## config.mk

```make
export PLATFORM = sky130hd
export DESIGN_NAME = i2c_regfile_target
export DESIGN_NICKNAME = d
export VERILOG_FILES = /design/src/rtl/i2c_rt_pkg.sv /design/src/rtl/i2c_pin_sync.sv /design/src/rtl/i2c_rt_engine.sv /design/src/rtl/i2c_rt_store.sv /design/src/rtl/i2c_regfile_target.sv
export SDC_FILE = /design/constraint.sdc
export NUM_CORES = 1
export LEC_CHECK = 0
export ABC_CLOCK_PERIOD_IN_PS = 2500
export BUFFER_PORTS_ARGS = -buffer_cell sky130_fd_sc_hd__buf_2
export CAP_MARGIN = 0
export CORE_ASPECT_RATIO = 0.8
export CORE_MARGIN = 2
export CORE_UTILIZATION = 40
export CTS_BUF_LIST = sky130_fd_sc_hd__clkbuf_8
export DETAILED_ROUTE_END_ITERATION = 7
export HOLD_SLACK_MARGIN = 0.15
export SLEW_MARGIN = 40
export SYNTH_ARGS = -nofsm -noshare
export SYNTH_HDL_FRONTEND = slang
export SYNTH_HIERARCHICAL = 1
export SYNTH_SLANG_ARGS = --single-unit
```

## constraint.sdc

```tcl
create_clock -name clk -period 2.5 [get_ports clk]
set_input_delay 0.375 -clock clk [delete_from_list [all_inputs] [get_ports clk]]
set_output_delay 0.375 -clock clk [all_outputs]
set_load 0.05 [all_outputs]
```

## src/rtl/i2c_rt_pkg.sv

```systemverilog
package i2c_rt_pkg;
    localparam int SUB_W = 16;
    localparam logic [SUB_W-1:0] WORD_BASE = 16'h4000;

    typedef enum logic [2:0] {
        PH_IDLE,
        PH_ADDR,
        PH_SUBH,
        PH_SUBL,
        PH_WDAT,
        PH_READ,
        PH_SKIP
    } phase_e;
endpackage

```

## src/rtl/i2c_pin_sync.sv

```systemverilog
module i2c_pin_sync (
    input  logic clk,
    input  logic rst_n,
    input  logic scl_i,
    input  logic sda_i,
    output logic scl_s,
    output logic sda_s,
    output logic scl_rise,
    output logic scl_fall,
    output logic bus_start,
    output logic bus_stop
);
    typedef struct packed {
        logic [2:0] scl;
        logic [2:0] sda;
    } sync_t;

    sync_t s_d, s_q;

    always_comb begin
        s_d     = s_q;
        s_d.scl = {s_q.scl[1:0], scl_i};
        s_d.sda = {s_q.sda[1:0], sda_i};
    end

    always_ff @(posedge clk or negedge rst_n) begin
        if (!rst_n) s_q <= '{scl: 3'b111, sda: 3'b111};
        else        s_q <= s_d;
    end

    assign scl_s     = s_q.scl[1];
    assign sda_s     = s_q.sda[1];
    assign scl_rise  = s_q.scl[1] & ~s_q.scl[2];
    assign scl_fall  = ~s_q.scl[1] & s_q.scl[2];
    assign bus_start = s_q.scl[1] & s_q.scl[2] & ~s_q.sda[1] & s_q.sda[2];
    assign bus_stop  = s_q.scl[1] & s_q.scl[2] & s_q.sda[1] & ~s_q.sda[2];
endmodule

```

## src/rtl/i2c_rt_engine.sv

```systemverilog
module i2c_rt_engine
    import i2c_rt_pkg::*;
#(
    parameter logic [6:0] CHIP_ADDR = 7'h38
) (
    input  logic             clk,
    input  logic             rst_n,
    input  logic             scl_rise,
    input  logic             scl_fall,
    input  logic             bus_start,
    input  logic             bus_stop,
    input  logic             sda_s,
    input  logic [7:0]       rdata,
    output logic [SUB_W-1:0] reg_addr,
    output logic             reg_lane,
    output logic [7:0]       reg_wdata,
    output logic             reg_we,
    output logic             sda_oe
);
    typedef struct packed {
        phase_e           st;
        logic             ack;
        logic [3:0]       cnt;
        logic [7:0]       sh;
        logic [SUB_W-1:0] ptr;
        logic             lane;
        logic             rw;
        logic             mack;
        logic             oe;
    } eng_t;

    eng_t q, n;
    logic word_rgn;
    logic we_d;

    assign word_rgn = (q.ptr >= WORD_BASE);

    always_comb begin
        n    = q;
        we_d = 1'b0;
        if (bus_start) begin
            n.st  = PH_ADDR;
            n.cnt = '0;
            n.ack = 1'b0;
            n.oe  = 1'b0;
        end else if (bus_stop) begin
            n.st  = PH_IDLE;
            n.cnt = '0;
            n.ack = 1'b0;
            n.oe  = 1'b0;
        end else if (q.st == PH_IDLE || q.st == PH_SKIP) begin
            n.oe = 1'b0;
        end else if (q.st == PH_READ) begin
            if (scl_rise) begin
                if (q.ack) begin
                    n.mack = ~sda_s;
                    if (!sda_s) begin
                        if (word_rgn && !q.lane) n.lane = 1'b1;
                        else begin
                            n.lane = 1'b0;
                            n.ptr  = q.ptr + 1'b1;
                        end
                    end
                end else begin
                    n.cnt = q.cnt + 1'b1;
                end
            end else if (scl_fall) begin
                if (q.ack) begin
                    n.ack = 1'b0;
                    n.cnt = '0;
                    if (q.mack) begin
                        n.sh = rdata;
                        n.oe = ~rdata[7];
                    end else begin
                        n.st = PH_SKIP;
                        n.oe = 1'b0;
                    end
                end else if (q.cnt == 4'd8) begin
                    n.ack = 1'b1;
                    n.oe  = 1'b0;
                end else if (q.cnt != 4'd0) begin
                    n.sh = {q.sh[6:0], 1'b0};
                    n.oe = ~q.sh[6];
                end
            end
        end else begin
            if (scl_rise && !q.ack && q.cnt < 4'd8) begin
                n.sh  = {q.sh[6:0], sda_s};
                n.cnt = q.cnt + 1'b1;
            end else if (scl_fall && q.ack) begin
                n.ack = 1'b0;
                n.oe  = 1'b0;
                n.cnt = '0;
                case (q.st)
                    PH_ADDR: begin
                        if (q.rw) begin
                            n.st = PH_READ;
                            n.sh = rdata;
                            n.oe = ~rdata[7];
                        end else begin
                            n.st = PH_SUBH;
                        end
                    end
                    PH_SUBH: n.st = PH_SUBL;
                    PH_SUBL: n.st = PH_WDAT;
                    default: n.st = q.st;
                endcase
            end else if (scl_fall && q.cnt == 4'd8) begin
                n.ack = 1'b1;
                n.oe  = 1'b1;
                case (q.st)
                    PH_ADDR: begin
                        if (q.sh[7:1] == CHIP_ADDR) begin
                            n.rw = q.sh[0];
                        end else begin
                            n.st  = PH_SKIP;
                            n.ack = 1'b0;
                            n.oe  = 1'b0;
                        end
                    end
                    PH_SUBH: n.ptr[15:8] = q.sh;
                    PH_SUBL: begin
                        n.ptr[7:0] = q.sh;
                        n.lane     = 1'b0;
                    end
                    default: begin
                        we_d = 1'b1;
                        if (word_rgn && !q.lane) n.lane = 1'b1;
                        else begin
                            n.lane = 1'b0;
                            n.ptr  = q.ptr + 1'b1;
                        end
                    end
                endcase
            end
        end
    end

    always_ff @(posedge clk or negedge rst_n) begin
        if (!rst_n) q <= '{st: PH_IDLE, default: '0};
        else        q <= n;
    end

    assign reg_addr  = q.ptr;
    assign reg_lane  = q.lane;
    assign reg_wdata = q.sh;
    assign reg_we    = we_d;
    assign sda_oe    = q.oe;


    byte_step_chk: assert property (@(posedge clk) disable iff (!rst_n)
        (reg_we && !word_rgn) |=> (q.ptr == $past(q.ptr) + 16'd1));


    skip_quiet_chk: assert property (@(posedge clk) disable iff (!rst_n)
        (q.st == PH_SKIP) |-> (!reg_we && !sda_oe));


    nack_hold_chk: assert property (@(posedge clk) disable iff (!rst_n)
        (q.st == PH_READ && q.ack && scl_rise && sda_s && !bus_start && !bus_stop)
        |=> ($stable(q.ptr) && $stable(q.lane)));
endmodule

```

## src/rtl/i2c_rt_store.sv

```systemverilog
module i2c_rt_store
    import i2c_rt_pkg::*;
#(
    parameter int LO_AW = 4,
    parameter int HI_AW = 3
) (
    input  logic             clk,
    input  logic             rst_n,
    input  logic [SUB_W-1:0] addr,
    input  logic             lane,
    input  logic [7:0]       wdata,
    input  logic             we,
    output logic [7:0]       rdata
);
    localparam int LO_N = 1 << LO_AW;
    localparam int HI_N = 1 << HI_AW;

    logic [LO_N-1:0][7:0]  lo_d, lo_q;
    logic [HI_N-1:0][15:0] hi_d, hi_q;
    logic                  in_word;
    logic [LO_AW-1:0]      lo_idx;
    logic [HI_AW-1:0]      hi_idx;

    assign in_word = (addr >= WORD_BASE);
    assign lo_idx  = addr[LO_AW-1:0];
    assign hi_idx  = addr[HI_AW-1:0];

    always_comb begin
        lo_d = lo_q;
        hi_d = hi_q;
        if (we) begin
            if (!in_word)  lo_d[lo_idx]        = wdata;
            else if (lane) hi_d[hi_idx][7:0]   = wdata;
            else           hi_d[hi_idx][15:8]  = wdata;
        end
    end

    always_ff @(posedge clk or negedge rst_n) begin
        if (!rst_n) begin
            lo_q <= '0;
            hi_q <= '0;
        end else begin
            lo_q <= lo_d;
            hi_q <= hi_d;
        end
    end

    assign rdata = !in_word ? lo_q[lo_idx]
                 : (lane ? hi_q[hi_idx][7:0] : hi_q[hi_idx][15:8]);


    lane_region_chk: assert property (@(posedge clk) disable iff (!rst_n)
        (we && !in_word) |-> !lane);
endmodule

```

## src/rtl/i2c_regfile_target.sv

```systemverilog
module i2c_regfile_target
    import i2c_rt_pkg::*;
#(
    parameter logic [6:0] CHIP_ADDR = 7'h38,
    parameter int         LO_AW     = 4,
    parameter int         HI_AW     = 3
) (
    input  logic clk,
    input  logic rst_n,
    input  logic scl_i,
    input  logic sda_i,
    output logic sda_oe
);
    logic             scl_s, sda_s, scl_rise, scl_fall, bus_start, bus_stop;
    logic [SUB_W-1:0] reg_addr;
    logic             reg_lane, reg_we;
    logic [7:0]       reg_wdata, reg_rdata;

    i2c_pin_sync u_sync (
        .clk(clk), .rst_n(rst_n), .scl_i(scl_i), .sda_i(sda_i),
        .scl_s(scl_s), .sda_s(sda_s), .scl_rise(scl_rise), .scl_fall(scl_fall),
        .bus_start(bus_start), .bus_stop(bus_stop)
    );

    i2c_rt_engine #(.CHIP_ADDR(CHIP_ADDR)) u_eng (
        .clk(clk), .rst_n(rst_n), .scl_rise(scl_rise), .scl_fall(scl_fall),
        .bus_start(bus_start), .bus_stop(bus_stop), .sda_s(sda_s),
        .rdata(reg_rdata), .reg_addr(reg_addr), .reg_lane(reg_lane),
        .reg_wdata(reg_wdata), .reg_we(reg_we), .sda_oe(sda_oe)
    );

    i2c_rt_store #(.LO_AW(LO_AW), .HI_AW(HI_AW)) u_store (
        .clk(clk), .rst_n(rst_n), .addr(reg_addr), .lane(reg_lane),
        .wdata(reg_wdata), .we(reg_we), .rdata(reg_rdata)
    );


    oe_scl_high_chk: assert property (@(posedge clk) disable iff (!rst_n)
        (scl_s && $past(scl_s)) |-> $stable(sda_oe));


    idle_release_chk: assert property (@(posedge clk) disable iff (!rst_n)
        (bus_stop || bus_start) |=> !sda_oe);
endmodule

```

==> results.json <==
{
  "leakage_nw": 8.173,
  "cp.arrival_ps": 2990,
  "grt_pass1_wl_um": 60150,
  "tightestPinTransition_ps": 796.8,
  "cp-end-kind": "flip-flop",
  "post-route-util_pct": 47.88,
  "dr_wl_met2_um": 16420,
  "cp-start-kind": "flip-flop",
  "final_area_sq_um": 17630,
  "peakVddDrop_uv": 401.9,
  "fin_crit_ps": 2512,
  "initialDrtViolationCount": 698,
  "core-area_sq_um": 36810,
  "layout-drive-gt1-share_pct": 47.73,
  "cts.sinks": 298,
  "fin_skew_ps": 35.72,
  "final.period_utilization_pct": 100.5,
  "path_clk_slew_ps": 70,
  "viasPerCell": 5.672,
  "outcome": "finished with violations",
  "layout_setup_ws_ps": -11.72,
  "worstRegToRegCells": 10,
  "grtUsageTotal_pct": 20.18,
  "synth_area_per_cell_sq_um": 13.35,
  "remaining_drc_errors": 0,
  "rrSetupSlack_ps": -10,
  "crit_path_end": "u_store/lo_q[112]",
  "required_ps": 2980,
  "hold_violations": 0,
  "cts-root-buf": "clkbuf_8",
  "ant_nets": 0,
  "power.density_nw_per_um2": 553.9,
  "grt_max_degree": 69,
  "wirelength_um": 37700,
  "ys_warn_count": 6,
  "power.total_mw": 9.762,
  "dr_total_vias": 9875,
  "htreeDepth": 2,
  "io_pins": 5,
  "fin_hold_ws_ps": 356.2,
  "violations": "setup timing",
  "syn-instance-count": 1114,
  "nNetsFinal": 1221,
  "post-dp-hpwl_um": 24870,
  "tns_ps": -32.74,
  "top_layer": "met4",
  "die_w_um": 219.6,
  "die_area_sq_um": 38740,
  "start_util_pct": 40.39,
  "wl_per_cell_um": 21.65,
  "drv_cap": 0,
  "grt-ovfl-total": 0,
  "met1Wirelength_um": 18590,
  "first_global_vias": 10110,
  "clockBufferDepth": 3,
  "fmax_mhz": 398.1,
  "relSlewSlack_pct": 46.88,
  "min_path_type": "input port to async pin",
  "antenna_found_initial": 2,
  "r2r_start": "u_eng/q[28]",
  "numCtsBuffers": 49,
  "dpl-instance-area_sq_um": 16200,
  "cp-startpoint": "u_eng/q[28]",
  "syn-num-nets": 1121,
  "num_rows": 63,
  "cts_tree": "yes",
  "area_delta_synth_final_pct": 18.54,
  "die_y_um": 176.5,
  "worstSetupPathType": "flip-flop to flip-flop",
  "r2r_end": "u_store/lo_q[112]",
  "wl_met3_um": 2071,
  "clkLatencyLatePin_ps": 610,
  "synth_area_sq_um": 14870,
  "drt-pass1-iter-count": 5,
  "drv_slew": 0,
  "cp_max_fo": 8,
  "place_congestion": 0.8691,
  "portBuffers": 4,
  "setup_viol_count_final": 5,
  "rsz0062_at_grt": "yes"
}
==> area by class of cell <==
class,count,area [sq um]
Fill cell,3234,19190
Sequential cell,298,7473
Multi-Input combinational cell,723,7174
Timing Repair Buffer,135,1321
Clock buffer,63,867.1
Tap cell,487,609.3
Clock inverter,27,151.4
Inverter,7,26.28
Antenna cell,1,2.502
==> report_power, final <==
part	switching (mW)	internal [mW]
clock network	2.01	2.37
logic	0.319	0.170
registers	0.0354	4.86
==> critical path, stage by stage, from the launching register on <==
cell and delay [ps]:
dfrtp_1 380, inv_1 60, ha_1 170, and3b_2 250, nand2_2 80, nor2_4 160
or3b_4 460, buf_6 160, nor3_4 110, buf_6 200, mux2_2 350
==> metal layers <==
| metal | track usage (%) | vias to the layer above |
|---|---|---|
| met5 | 0 | - |
| met4 | 5.068 | 0 |
| met3 | 4.083 | 49 |
| met2 | 29.07 | 250 |
| met1 | 30.91 | 5199 |
| li1 | - | 4377 |
==> cells in the final DEF (no fill, tap or decap), types with 8 or more instances in the layout <==
master	n
a21oi_1	35
o22ai_1	8
and2_1	8
o21ai_1	8
buf_12	21
nor2_2	12
nand2_1	29
mux4_2	43
dfrtp_1	289
mux2_4	16
a22oi_1	22
mux2i_1	53
nand3_1	11
buf_4	98
clkbuf_8	63
nor2_1	28
buf_6	8
o21ai_0	26
and3_1	8
inv_1	25
nor2b_1	16
mux2_2	253
==> registers in the layout, summed over array words and instances (netlist names) <==
name / flops
u_store/lo_q: 128
u_sync/scl_s: 1
u_eng/reg_addr: 16
u_sync/s_q: 2
u_eng/sda_oe: 1
u_eng/q: 10
u_store/hi_q: 128
u_eng/reg_lane: 1
u_eng/reg_wdata: 8
u_sync/s_d: 2
u_sync/sda_s: 1
==> stage by stage <==
stage | std cells | setup slack (ps)
floorplan | 1114 | -103.7
global placement | 1640 | -204.0
detailed placement | 1640 | -216.3
CTS | 1739 | -20.68
global route | 1741 | -112.1
finish | 1741 | -11.72
==> repair_timing <==
item | in CTS | in global routing
setup buffers | 6 | 2
hold endpoints to repair | 62 | 0
pin swaps | 5 | 9
hold buffers | 3 | 0
resized for setup | 37 | 32
setup endpoints to repair | 169 | 212
==> worst min path at each step <==
stage	startpoint	end	slack [ps]	depth (start not counted)
after detailed placement	u_sync/s_d[1]	u_sync/sda_s	350	0
after global routing	u_sync/s_d[1]	u_sync/sda_s	360	0
after global placement	u_sync/s_d[4]	u_sync/scl_s	350	0
final	rst_n	u_store/lo_q[12]	360	2
after floorplan	rst_n	u_eng/q[1]	80	0
after CTS	rst_n	u_store/lo_q[8]	360	2
No activity file was read; power rests on OpenSTA's default activity.
